[config.mk]
export PLATFORM = sky130hd
export DESIGN_NAME = cfg_hdr_regfile
export DESIGN_NICKNAME = d
export VERILOG_FILES = /design/src/rtl/cfg_hdr_pkg.sv /design/src/rtl/cfg_bar_slot.sv /design/src/rtl/cfg_cmd_stat.sv /design/src/rtl/cfg_hdr_regfile.sv
export SDC_FILE = /design/constraint.sdc
export NUM_CORES = 1
export LEC_CHECK = 0
export BUFFER_PORTS_ARGS = -buffer_cell sky130_fd_sc_hd__buf_4
export CAP_MARGIN = 20
export CORE_AREA = 2 2 137 139
export DETAILED_ROUTE_END_ITERATION = 10
export DIE_AREA = 0 0 139 141
export PLACE_DENSITY_LB_ADDON = 0.05
export SYNTH_ARGS = -nofsm -noshare
export SYNTH_HDL_FRONTEND = slang
export SYNTH_SLANG_ARGS = --single-unit
[constraint.sdc]
create_clock -name clk -period 2.3 [get_ports clk]
set_input_delay 0.345 -clock clk [delete_from_list [all_inputs] [get_ports clk]]
set_output_delay 0.345 -clock clk [all_outputs]
set_load 0.02 [all_outputs]
[src/rtl/cfg_hdr_pkg.sv]
package cfg_hdr_pkg;
  localparam int BAR_COUNT = 6;
  localparam int EVT_W     = 5;
  localparam int EVT_LSB   = 11;
  localparam int CMD_W     = 3;

  localparam logic [5:0] IDX_ID      = 6'd0;
  localparam logic [5:0] IDX_CMDSTAT = 6'd1;
  localparam logic [5:0] IDX_CLASS   = 6'd2;
  localparam logic [5:0] IDX_MISC    = 6'd3;
  localparam logic [5:0] IDX_BAR0    = 6'd4;
  localparam logic [5:0] IDX_SUBSYS  = 6'd11;

  // status bits that carry constant capability information
  localparam logic [15:0] STAT_CAP_MASK = 16'h07F0;

  function automatic logic [31:0] be_to_mask(input logic [3:0] be);
    logic [31:0] m;
    for (int b = 0; b < 4; b++) m[b*8 +: 8] = {8{be[b]}};
    return m;
  endfunction
endpackage

[src/rtl/cfg_bar_slot.sv]
module cfg_bar_slot #(
  parameter int SIZE_LOG2 = 12,
  parameter bit IS_IO     = 1'b0
) (
  input  logic        clk,
  input  logic        rst,
  input  logic        wr_en,
  input  logic [3:0]  be,
  input  logic [31:0] wdata,
  output logic [31:0] rdata,
  output logic [31:0] base
);
  import cfg_hdr_pkg::*;

  localparam bit          PRESENT = (SIZE_LOG2 != 0);
  localparam logic [31:0] AMASK   = PRESENT ? (32'hFFFF_FFFF << SIZE_LOG2) : 32'h0;
  localparam logic [31:0] TYPEBIT = (PRESENT && IS_IO) ? 32'h1 : 32'h0;

  logic [31:0] bmask;
  assign bmask = be_to_mask(be);

  always_ff @(posedge clk) begin
    if (rst) base <= '0;
    else if (wr_en) base <= ((base & ~bmask) | (wdata & bmask)) & AMASK;
  end

  assign rdata = base | TYPEBIT;

  assert_bar_hold_R5: assert property (@(posedge clk) disable iff (rst)
    !wr_en |=> $stable(base));
  assert_bar_size_R5: assert property (@(posedge clk) disable iff (rst)
    (wr_en && be == 4'hF && wdata == 32'hFFFF_FFFF) |=> (base == AMASK));
endmodule

[src/rtl/cfg_cmd_stat.sv]
module cfg_cmd_stat #(
  parameter logic [15:0] STATUS_CAPS = 16'h0010
) (
  input  logic                          clk,
  input  logic                          rst,
  input  logic                          wr_en,
  input  logic [3:0]                    be,
  input  logic [cfg_hdr_pkg::CMD_W-1:0] cmd_wbits,
  input  logic [cfg_hdr_pkg::EVT_W-1:0] evt_clr_bits,
  input  logic [cfg_hdr_pkg::EVT_W-1:0] evt_in,
  output logic [cfg_hdr_pkg::CMD_W-1:0] cmd,
  output logic [15:0]                   stat
);
  import cfg_hdr_pkg::*;

  logic [EVT_W-1:0] evt;
  logic [EVT_W-1:0] clr;

  assign clr = (wr_en && be[3]) ? evt_clr_bits : '0;

  always_ff @(posedge clk) begin
    if (rst) begin
      cmd <= '0;
      evt <= '0;
    end else begin
      if (wr_en && be[0]) cmd <= cmd_wbits;
      evt <= (evt & ~clr) | evt_in;
    end
  end

  always_comb begin
    stat = STATUS_CAPS & STAT_CAP_MASK;
    stat[EVT_LSB +: EVT_W] = evt;
  end

  assert_evt_sticky_R4: assert property (@(posedge clk) disable iff (rst)
    !(wr_en && be[3]) |=> ((evt & $past(evt)) == $past(evt)));
  assert_evt_latch_R4: assert property (@(posedge clk) disable iff (rst)
    1'b1 |=> ((evt & $past(evt_in)) == $past(evt_in)));
  assert_cmd_hold_R3: assert property (@(posedge clk) disable iff (rst)
    !(wr_en && be[0]) |=> $stable(cmd));
endmodule

[src/rtl/cfg_hdr_regfile.sv]
module cfg_hdr_regfile #(
  parameter logic [15:0] VENDOR_ID   = 16'hA5C3,
  parameter logic [15:0] DEVICE_ID   = 16'h7E21,
  parameter logic [7:0]  REV_ID      = 8'h03,
  parameter logic [23:0] CLASS_CODE  = 24'h028000,
  parameter logic [15:0] SUB_VENDOR  = 16'h5B17,
  parameter logic [15:0] SUB_ID      = 16'h0C4E,
  parameter bit          MULTI_FN    = 1'b1,
  parameter logic [15:0] STATUS_CAPS = 16'h0010,
  parameter logic [35:0] BAR_LOG2    = {6'd0, 6'd0, 6'd0, 6'd20, 6'd8, 6'd12},
  parameter logic [5:0]  BAR_IS_IO   = 6'b000010
) (
  input  logic         clk,
  input  logic         rst,
  input  logic         req_valid,
  input  logic         req_write,
  input  logic [5:0]   req_index,
  input  logic [3:0]   req_be,
  input  logic [31:0]  req_wdata,
  input  logic [4:0]   evt_in,
  input  logic [31:0]  ext_rdata,
  output logic         rsp_valid,
  output logic [31:0]  rsp_rdata,
  output logic         ext_valid,
  output logic         ext_write,
  output logic [5:0]   ext_index,
  output logic [3:0]   ext_be,
  output logic [31:0]  ext_wdata,
  output logic         io_space_en,
  output logic         mem_space_en,
  output logic         bus_master_en,
  output logic [191:0] bar_base
);
  import cfg_hdr_pkg::*;

  localparam logic [7:0] HDR_TYPE = MULTI_FN ? 8'h80 : 8'h00;

  logic            is_ext;
  logic            wr;
  logic [31:0]     bar_rd [BAR_COUNT];
  logic [CMD_W-1:0] cmd;
  logic [15:0]     stat;
  logic [31:0]     rd_mux;

  assign is_ext = (req_index[5:4] != 2'b00);
  assign wr     = req_valid && req_write;

  // extension slots pass straight through
  assign ext_valid = req_valid && is_ext;
  assign ext_write = req_write;
  assign ext_index = req_index;
  assign ext_be    = req_be;
  assign ext_wdata = req_wdata;

  for (genvar i = 0; i < BAR_COUNT; i++) begin : g_bar
    logic [31:0] base_i;
    cfg_bar_slot #(
      .SIZE_LOG2 (int'(BAR_LOG2[i*6 +: 6])),
      .IS_IO     (BAR_IS_IO[i])
    ) u_slot (
      .clk   (clk),
      .rst   (rst),
      .wr_en (wr && (req_index == IDX_BAR0 + 6'(i))),
      .be    (req_be),
      .wdata (req_wdata),
      .rdata (bar_rd[i]),
      .base  (base_i)
    );
    assign bar_base[i*32 +: 32] = base_i;
  end

  cfg_cmd_stat #(.STATUS_CAPS(STATUS_CAPS)) u_cmdstat (
    .clk          (clk),
    .rst          (rst),
    .wr_en        (wr && (req_index == IDX_CMDSTAT)),
    .be           (req_be),
    .cmd_wbits    (req_wdata[CMD_W-1:0]),
    .evt_clr_bits (req_wdata[16+EVT_LSB +: EVT_W]),
    .evt_in       (evt_in),
    .cmd          (cmd),
    .stat         (stat)
  );

  assign io_space_en   = cmd[0];
  assign mem_space_en  = cmd[1];
  assign bus_master_en = cmd[2];

  always_comb begin
    rd_mux = '0;
    if (is_ext) begin
      rd_mux = ext_rdata;
    end else begin
      case (req_index)
        IDX_ID:      rd_mux = {DEVICE_ID, VENDOR_ID};
        IDX_CMDSTAT: rd_mux = {stat, {(16-CMD_W){1'b0}}, cmd};
        IDX_CLASS:   rd_mux = {CLASS_CODE, REV_ID};
        IDX_MISC:    rd_mux = {8'h00, HDR_TYPE, 16'h0000};
        IDX_SUBSYS:  rd_mux = {SUB_ID, SUB_VENDOR};
        default:     rd_mux = '0;
      endcase
      for (int i = 0; i < BAR_COUNT; i++)
        if (req_index == IDX_BAR0 + 6'(i)) rd_mux = bar_rd[i];
    end
  end

  always_ff @(posedge clk) begin
    if (rst) begin
      rsp_valid <= 1'b0;
      rsp_rdata <= '0;
    end else begin
      rsp_valid <= req_valid && !req_write;
      if (req_valid && !req_write) rsp_rdata <= rd_mux;
    end
  end

  assert_rsp_follows_read_R10: assert property (@(posedge clk) disable iff (rst)
    rsp_valid |-> $past(req_valid && !req_write));
  assert_read_gets_rsp_R10: assert property (@(posedge clk) disable iff (rst)
    (req_valid && !req_write) |=> rsp_valid);
endmodule

**Yosys cells after proc, flatten, opt, wreduce, memory -nomap -nowiden**

Cells that the tools add are included.

- Bits in registers: 97
- Input bits: 83
- Output and inout port bits: 272
- Word-level logic and storage cells: 49

- Eq/ne operators: 10
- Muxes and demuxes: 9
- Bitwise gates (word level): 11
- Reduce and logical (&&, ||, !) cells: 12

Operators with widths:

| kind | number |
|---|---|
| 2-to-1 mux 32 bit | 7 |
| case mux 32 bit (5 select lines) | 1 |
| bitwise AND 32 bit | 4 |
| bitwise OR 32 bit | 3 |
| NOT 32 bit | 1 |
| == test 6 x 3 -> 1 bit (second input constant) | 4 |
| == test 6 x 4 -> 1 bit (second input constant) | 3 |
| == test 6 x 2 -> 1 bit (second input constant) | 2 |
| logical AND 1 bit | 9 |
| == test 6 x 1 -> 1 bit (second input constant) | 1 |
| zero test 6 bit | 1 |
| bitwise AND 5 bit | 1 |
| 2-to-1 mux 5 bit | 1 |
| NOT 5 bit | 1 |
| bitwise OR 5 bit | 1 |
| nonzero test 2 bit | 1 |
| zero test 1 bit | 1 |

**Longest topological paths before layout**

- Depth in word-level cells: 9
- Gate-level depth with buffers: 7
- Depth with buffers taken out: 4

**Hierarchy**

A second synthesis with hierarchy kept.

- Cells, all modules: 1,172
- Area total of the unflattened synthesis: 9,372.7 µm²

Modules (own cells, without submodules):

| module | instances | cells each | area an instance (µm²) |
|---|---|---|---|
| cfg_hdr_regfile | 1 | 536 | 3,901.2 |
| cfg_bar_slot at g_bar[3].u_slot ... | 3 | 65 | 484.2 |
| cfg_bar_slot at g_bar[1].u_slot | 1 | 151 | 1,408.9 |
| cfg_bar_slot at g_bar[0].u_slot | 1 | 136 | 1,233.7 |
| cfg_bar_slot at g_bar[2].u_slot | 1 | 107 | 934.6 |
| cfg_cmd_stat | 1 | 47 | 441.7 |

**Worst setup path after synthesis**

OpenSTA, ideal clock, no wires.

- Path kind: input to register
- Start point: in req_index[3]
- End point: reg (tool-made name)
- Data arrival time: 1.907 ns
- Data required time: 2.172 ns
- Slack: 0.265 ns
- Stages: 7
- Buffers on the path: 3
- Path through: buf_6 > or4b_1 > buf_6 > or4_1 > buf_4 > mux2i_1 > nor2_1

RTL lines:

| what | RTL line | RTL |
|---|---|---|
| start: declaration | cfg_hdr_regfile.sv:17 | `input logic [5:0] req_index,` |

==> metrics.json <==
{
  "grt_util_all_layers": {"value": 19.24, "unit": "%"},
  "first_iter_violations": {"value": 272},
  "initial_utilization": {"value": 32.51, "unit": "%"},
  "worst_setup_hold_path_clk_slew": {"value": 70, "unit": "ps"},
  "synth_top_cell_by_area": {"value": "sky130_fd_sc_hd__dfxtp_1"},
  "detail_route.vias_per_cell": {"value": 4.642},
  "area_growth": {"value": 24.99, "unit": "%"},
  "routabilityCongestion": {"value": 0.8106},
  "cp.required": {"value": 2520, "unit": "ps"},
  "grt_overflow_total": {"value": 0},
  "core": {"value": 18270, "unit": "sq um"},
  "postSynth.asyncResetShare": {"value": 0, "unit": "%"},
  "power.share.switching": {"value": 30.40, "unit": "%"},
  "fin_cells": {"value": 1098},
  "slowest_cp_cell": {"value": "sky130_fd_sc_hd__or4b_1"},
  "yosysWarnings": {"value": 0},
  "min_period": {"value": 1854, "unit": "ps"},
  "postCtsHoldBufs": {"value": 0},
  "synth_cell_type_count": {"value": 55},
  "antenna_violations_before_repair": {"value": 0},
  "top_cell_type_s_share_of_synthesized_area": {"value": 32.70, "unit": "%"},
  "critical-path-top-cell-by-count": {"value": "sky130_fd_sc_hd__buf_4"},
  "antennaDiodeCount": {"value": 0},
  "run_status": {"value": "finished, final reports clean"},
  "drt_first_pass_iters": {"value": 4},
  "clockPowerShare": {"value": 39.5, "unit": "%"},
  "netlist_top_cells_area": {"value": "sky130_fd_sc_hd__dfxtp_1 (33%), sky130_fd_sc_hd__buf_4 (23%), sky130_fd_sc_hd__mux2i_1 (10%), sky130_fd_sc_hd__nor2_1 (6.5%), sky130_fd_sc_hd__a211oi_1 (2.8%)"},
  "finalHoldViolCount": {"value": 0},
  "rsz0062_at_grt": {"value": "no"},
  "path_delay_family": {"value": "simple AND/OR/NAND/NOR gates"},
  "synth.cell_area": {"value": 5938, "unit": "sq um"},
  "route.detailed.drc": {"value": 0},
  "power.switching": {"value": 1.303, "unit": "mW"},
  "power.density_cell_area": {"value": 577.2, "unit": "nW/um^2"},
  "post-dp-hpwl": {"value": 15150, "unit": "microns"},
  "synth-seq-cells": {"value": 97},
  "postRouteWirelength": {"value": 19730, "unit": "microns"},
  "hold_class": {"value": "in2reg"},
  "irDropWorstVdd": {"value": 0.3526, "unit": "mV"},
  "design.die.area": {"value": 19600, "unit": "sq um"},
  "grt_pass1_vias": {"value": 4865},
  "nNetsFinal": {"value": 942},
  "drt.antenna.violating_nets": {"value": 0},
  "setup_violations": {"value": 0},
  "htreeDepth": {"value": 3},
  "cells_on_worst_reg2reg_path": {"value": 4},
  "fin_skew": {"value": 4.310, "unit": "ps"},
  "worst_pin_slew": {"value": 677.2, "unit": "ps"},
  "critPathKind": {"value": "in2reg"},
  "p_comb_share": {"value": 19.7, "unit": "%"},
  "critical_path_peak_fanout": {"value": 14},
  "synth-seq-area-share": {"value": 32.70, "unit": "%"},
  "floorplan.rows": {"value": 50},
  "cp_cell_sequence": {"value": "buf_4 > or4b_1 > buf_4 > nor4_4 > mux2i_1 > nor2_1"},
  "drive_above_1_share": {"value": 31.71, "unit": "%"},
  "r2r_slack": {"value": 710, "unit": "ps"},
  "timing_max_transition_violations_final": {"value": 0},
  "clock_tree_from_tritoncts": {"value": "yes"},
  "maxSlewHeadroom": {"value": 54.85, "unit": "%"},
  "internal_power": {"value": 2.981, "unit": "mW"},
  "total_leakage_power": {"value": 3.467, "unit": "nW"},
  "numPortBuffers": {"value": 208},
  "dr_wl_cell": {"value": 17.97, "unit": "microns"},
  "timing.rr.start": {"value": "u_cmdstat.evt[0]"},
  "totalNegativeSetupSlack": {"value": 0, "unit": "ps"},
  "holdPathEnd": {"value": "u_cmdstat.evt[0]"},
  "cts_buffer_count": {"value": 9},
  "syn_area_per_cell": {"value": 8.569, "unit": "sq um"},
  "cts.sinks": {"value": 97},
  "fmax": {"value": 0.5394, "unit": "GHz"},
  "synth.top_cells.by_count": {"value": "sky130_fd_sc_hd__buf_4 (180), sky130_fd_sc_hd__nor2_1 (103), sky130_fd_sc_hd__dfxtp_1 (97)"},
  "clockBufferDepth": {"value": 2},
  "timing.critical_path.arrival": {"value": 2070, "unit": "ps"},
  "drv.max_cap_violation_count": {"value": 0},
  "io-pin-count": {"value": 355},
  "grt_pass1_wl": {"value": 29200, "unit": "microns"},
  "timing.critical_path.buf_inv": {"value": 2},
  "placed_cells_incl_taps": {"value": 1082},
  "pin_count_of_the_biggest_net_entering_global_routing": {"value": 58},
  "hold-path-cell-count": {"value": 3},
  "seq_power_share": {"value": 40.8, "unit": "%"},
  "dieHeight": {"value": 141, "unit": "microns"},
  "worst_r2r_endpoint": {"value": "rsp_rdata[27]"},
  "worst_skew_pair.late_latency": {"value": 350, "unit": "ps"},
  "synthCells": {"value": 693},
  "fin_crit_sh": {"value": 80.60, "unit": "%"},
  "synth-edff-count": {"value": 0},
  "utilization": {"value": 40.63, "unit": "%"},
  "min_from": {"value": "evt_in[0]"},
  "chipWidth": {"value": 139, "unit": "microns"},
  "end_kind": {"value": "flop"},
  "post_cts_resized": {"value": 0},
  "slowest_delay": {"value": 560, "unit": "ps"},
  "dominantRegCellSynth": {"value": "sky130_fd_sc_hd__dfxtp_1"},
  "vias": {"value": 5097},
  "cts_root_buf": {"value": "sky130_fd_sc_hd__clkbuf_16"},
  "timing.critical_path.from_type": {"value": "input pin"},
  "synth_most_common_cell": {"value": "sky130_fd_sc_hd__buf_4"},
  "cts_setup_buffers": {"value": 0}
}
==> cells in the final DEF (no fill, tap or decap), drive strengths merged, types with 13 or more instances in the layout <==
cell type / synthesis / layout
buf: 188 / 242
nor2: 103 / 103
mux2i: 60 / 60
dfxtp: 97 / 97
o221ai: 16 / 16
conb: 1 / 136
a21oi: 29 / 29
o21ai: 13 / 13
a211oi: 23 / 23
nor3: 16 / 16
and3: 17 / 17
==> metal layers <==
metal	vias up	wire length [microns]	part of all wire [%]	global-route usage [%]
met5	-	0	0	0
met4	0	250	1.3	5.104
met3	13	1175	6.0	3.770
met2	213	9365	47	30.85
met1	2431	8941	45	26.57
li1	2440	-	-	-
==> worst min-delay path, cell delays in order <==
cell	delay, ps
sky130_fd_sc_hd__buf_4	80
sky130_fd_sc_hd__a21oi_1	30
sky130_fd_sc_hd__nor2_1	60
==> worst max-delay path by stage <==
| stage | startpoint | endpoint | cells after the start |
|---|---|---|---|
| floorplan | req_index[3] | flop | 7 |
| global placement | req_index[5] | flop | 6 |
| detailed placement | req_index[2] | flop | 6 |
| CTS | req_index[2] | flop | 6 |
| global route | req_index[2] | flop | 6 |
| finish | req_index[2] | flop | 6 |
==> cells by family (layout without fill, tap and decap cells) <==
| family | after synthesis | in the layout | share of synthesized area (%) |
|---|---|---|---|
| buffers and inverters | 226 | 262 | 26.13 |
| AND/OR/NAND/NOR | 193 | 193 | 17.09 |
| flip-flops | 97 | 97 | 32.70 |
| multiplexers | 60 | 60 | 10.11 |
| XOR/XNOR | 1 | 1 | 0.1475 |
| AO/OA/AOI/OAI | 115 | 115 | 13.76 |
| other | 1 | 136 | 0.06315 |
==> per-stage QoR <==
step | hold slack, ps | cell area (sq um) | setup WS, ps | total power [mW]
floorplan | 442.4 | 6445 | 265.4 | 2.516
global placement | 460.5 | 7094 | 137.8 | 2.622
detailed placement | 467.5 | 7094 | 80.99 | 2.627
CTS | 188.6 | 7422 | 457.4 | 4.327
global route | 191.1 | 7422 | 354.1 | 4.441
finish | 196.6 | 7422 | 446.1 | 4.284
==> power by group through the flow <==
stage | combinational [mW] | sequential [mW] | clock (mW)
6_report | 0.844 | 1.75 | 1.69
5_1_grt | 0.904 | 1.75 | 1.79
4_1_cts | 0.842 | 1.75 | 1.74
3_5_place_dp | 0.840 | 1.79 | 0
3_3_place_gp | 0.836 | 1.79 | 0
2_1_floorplan | 0.691 | 1.82 | 0
==> layout make-up <==
class | instances | area (sq um)
Clock inverter | 6 | 88.84
Fill cell | 1912 | 10850
Sequential cell | 97 | 1942
Clock buffer | 10 | 239.0
Tap cell | 234 | 292.8
Multi-Input combinational cell | 505 | 2965
Inverter | 4 | 15.01
Timing Repair Buffer | 242 | 1879
Power figures use the tool's default switching activity.
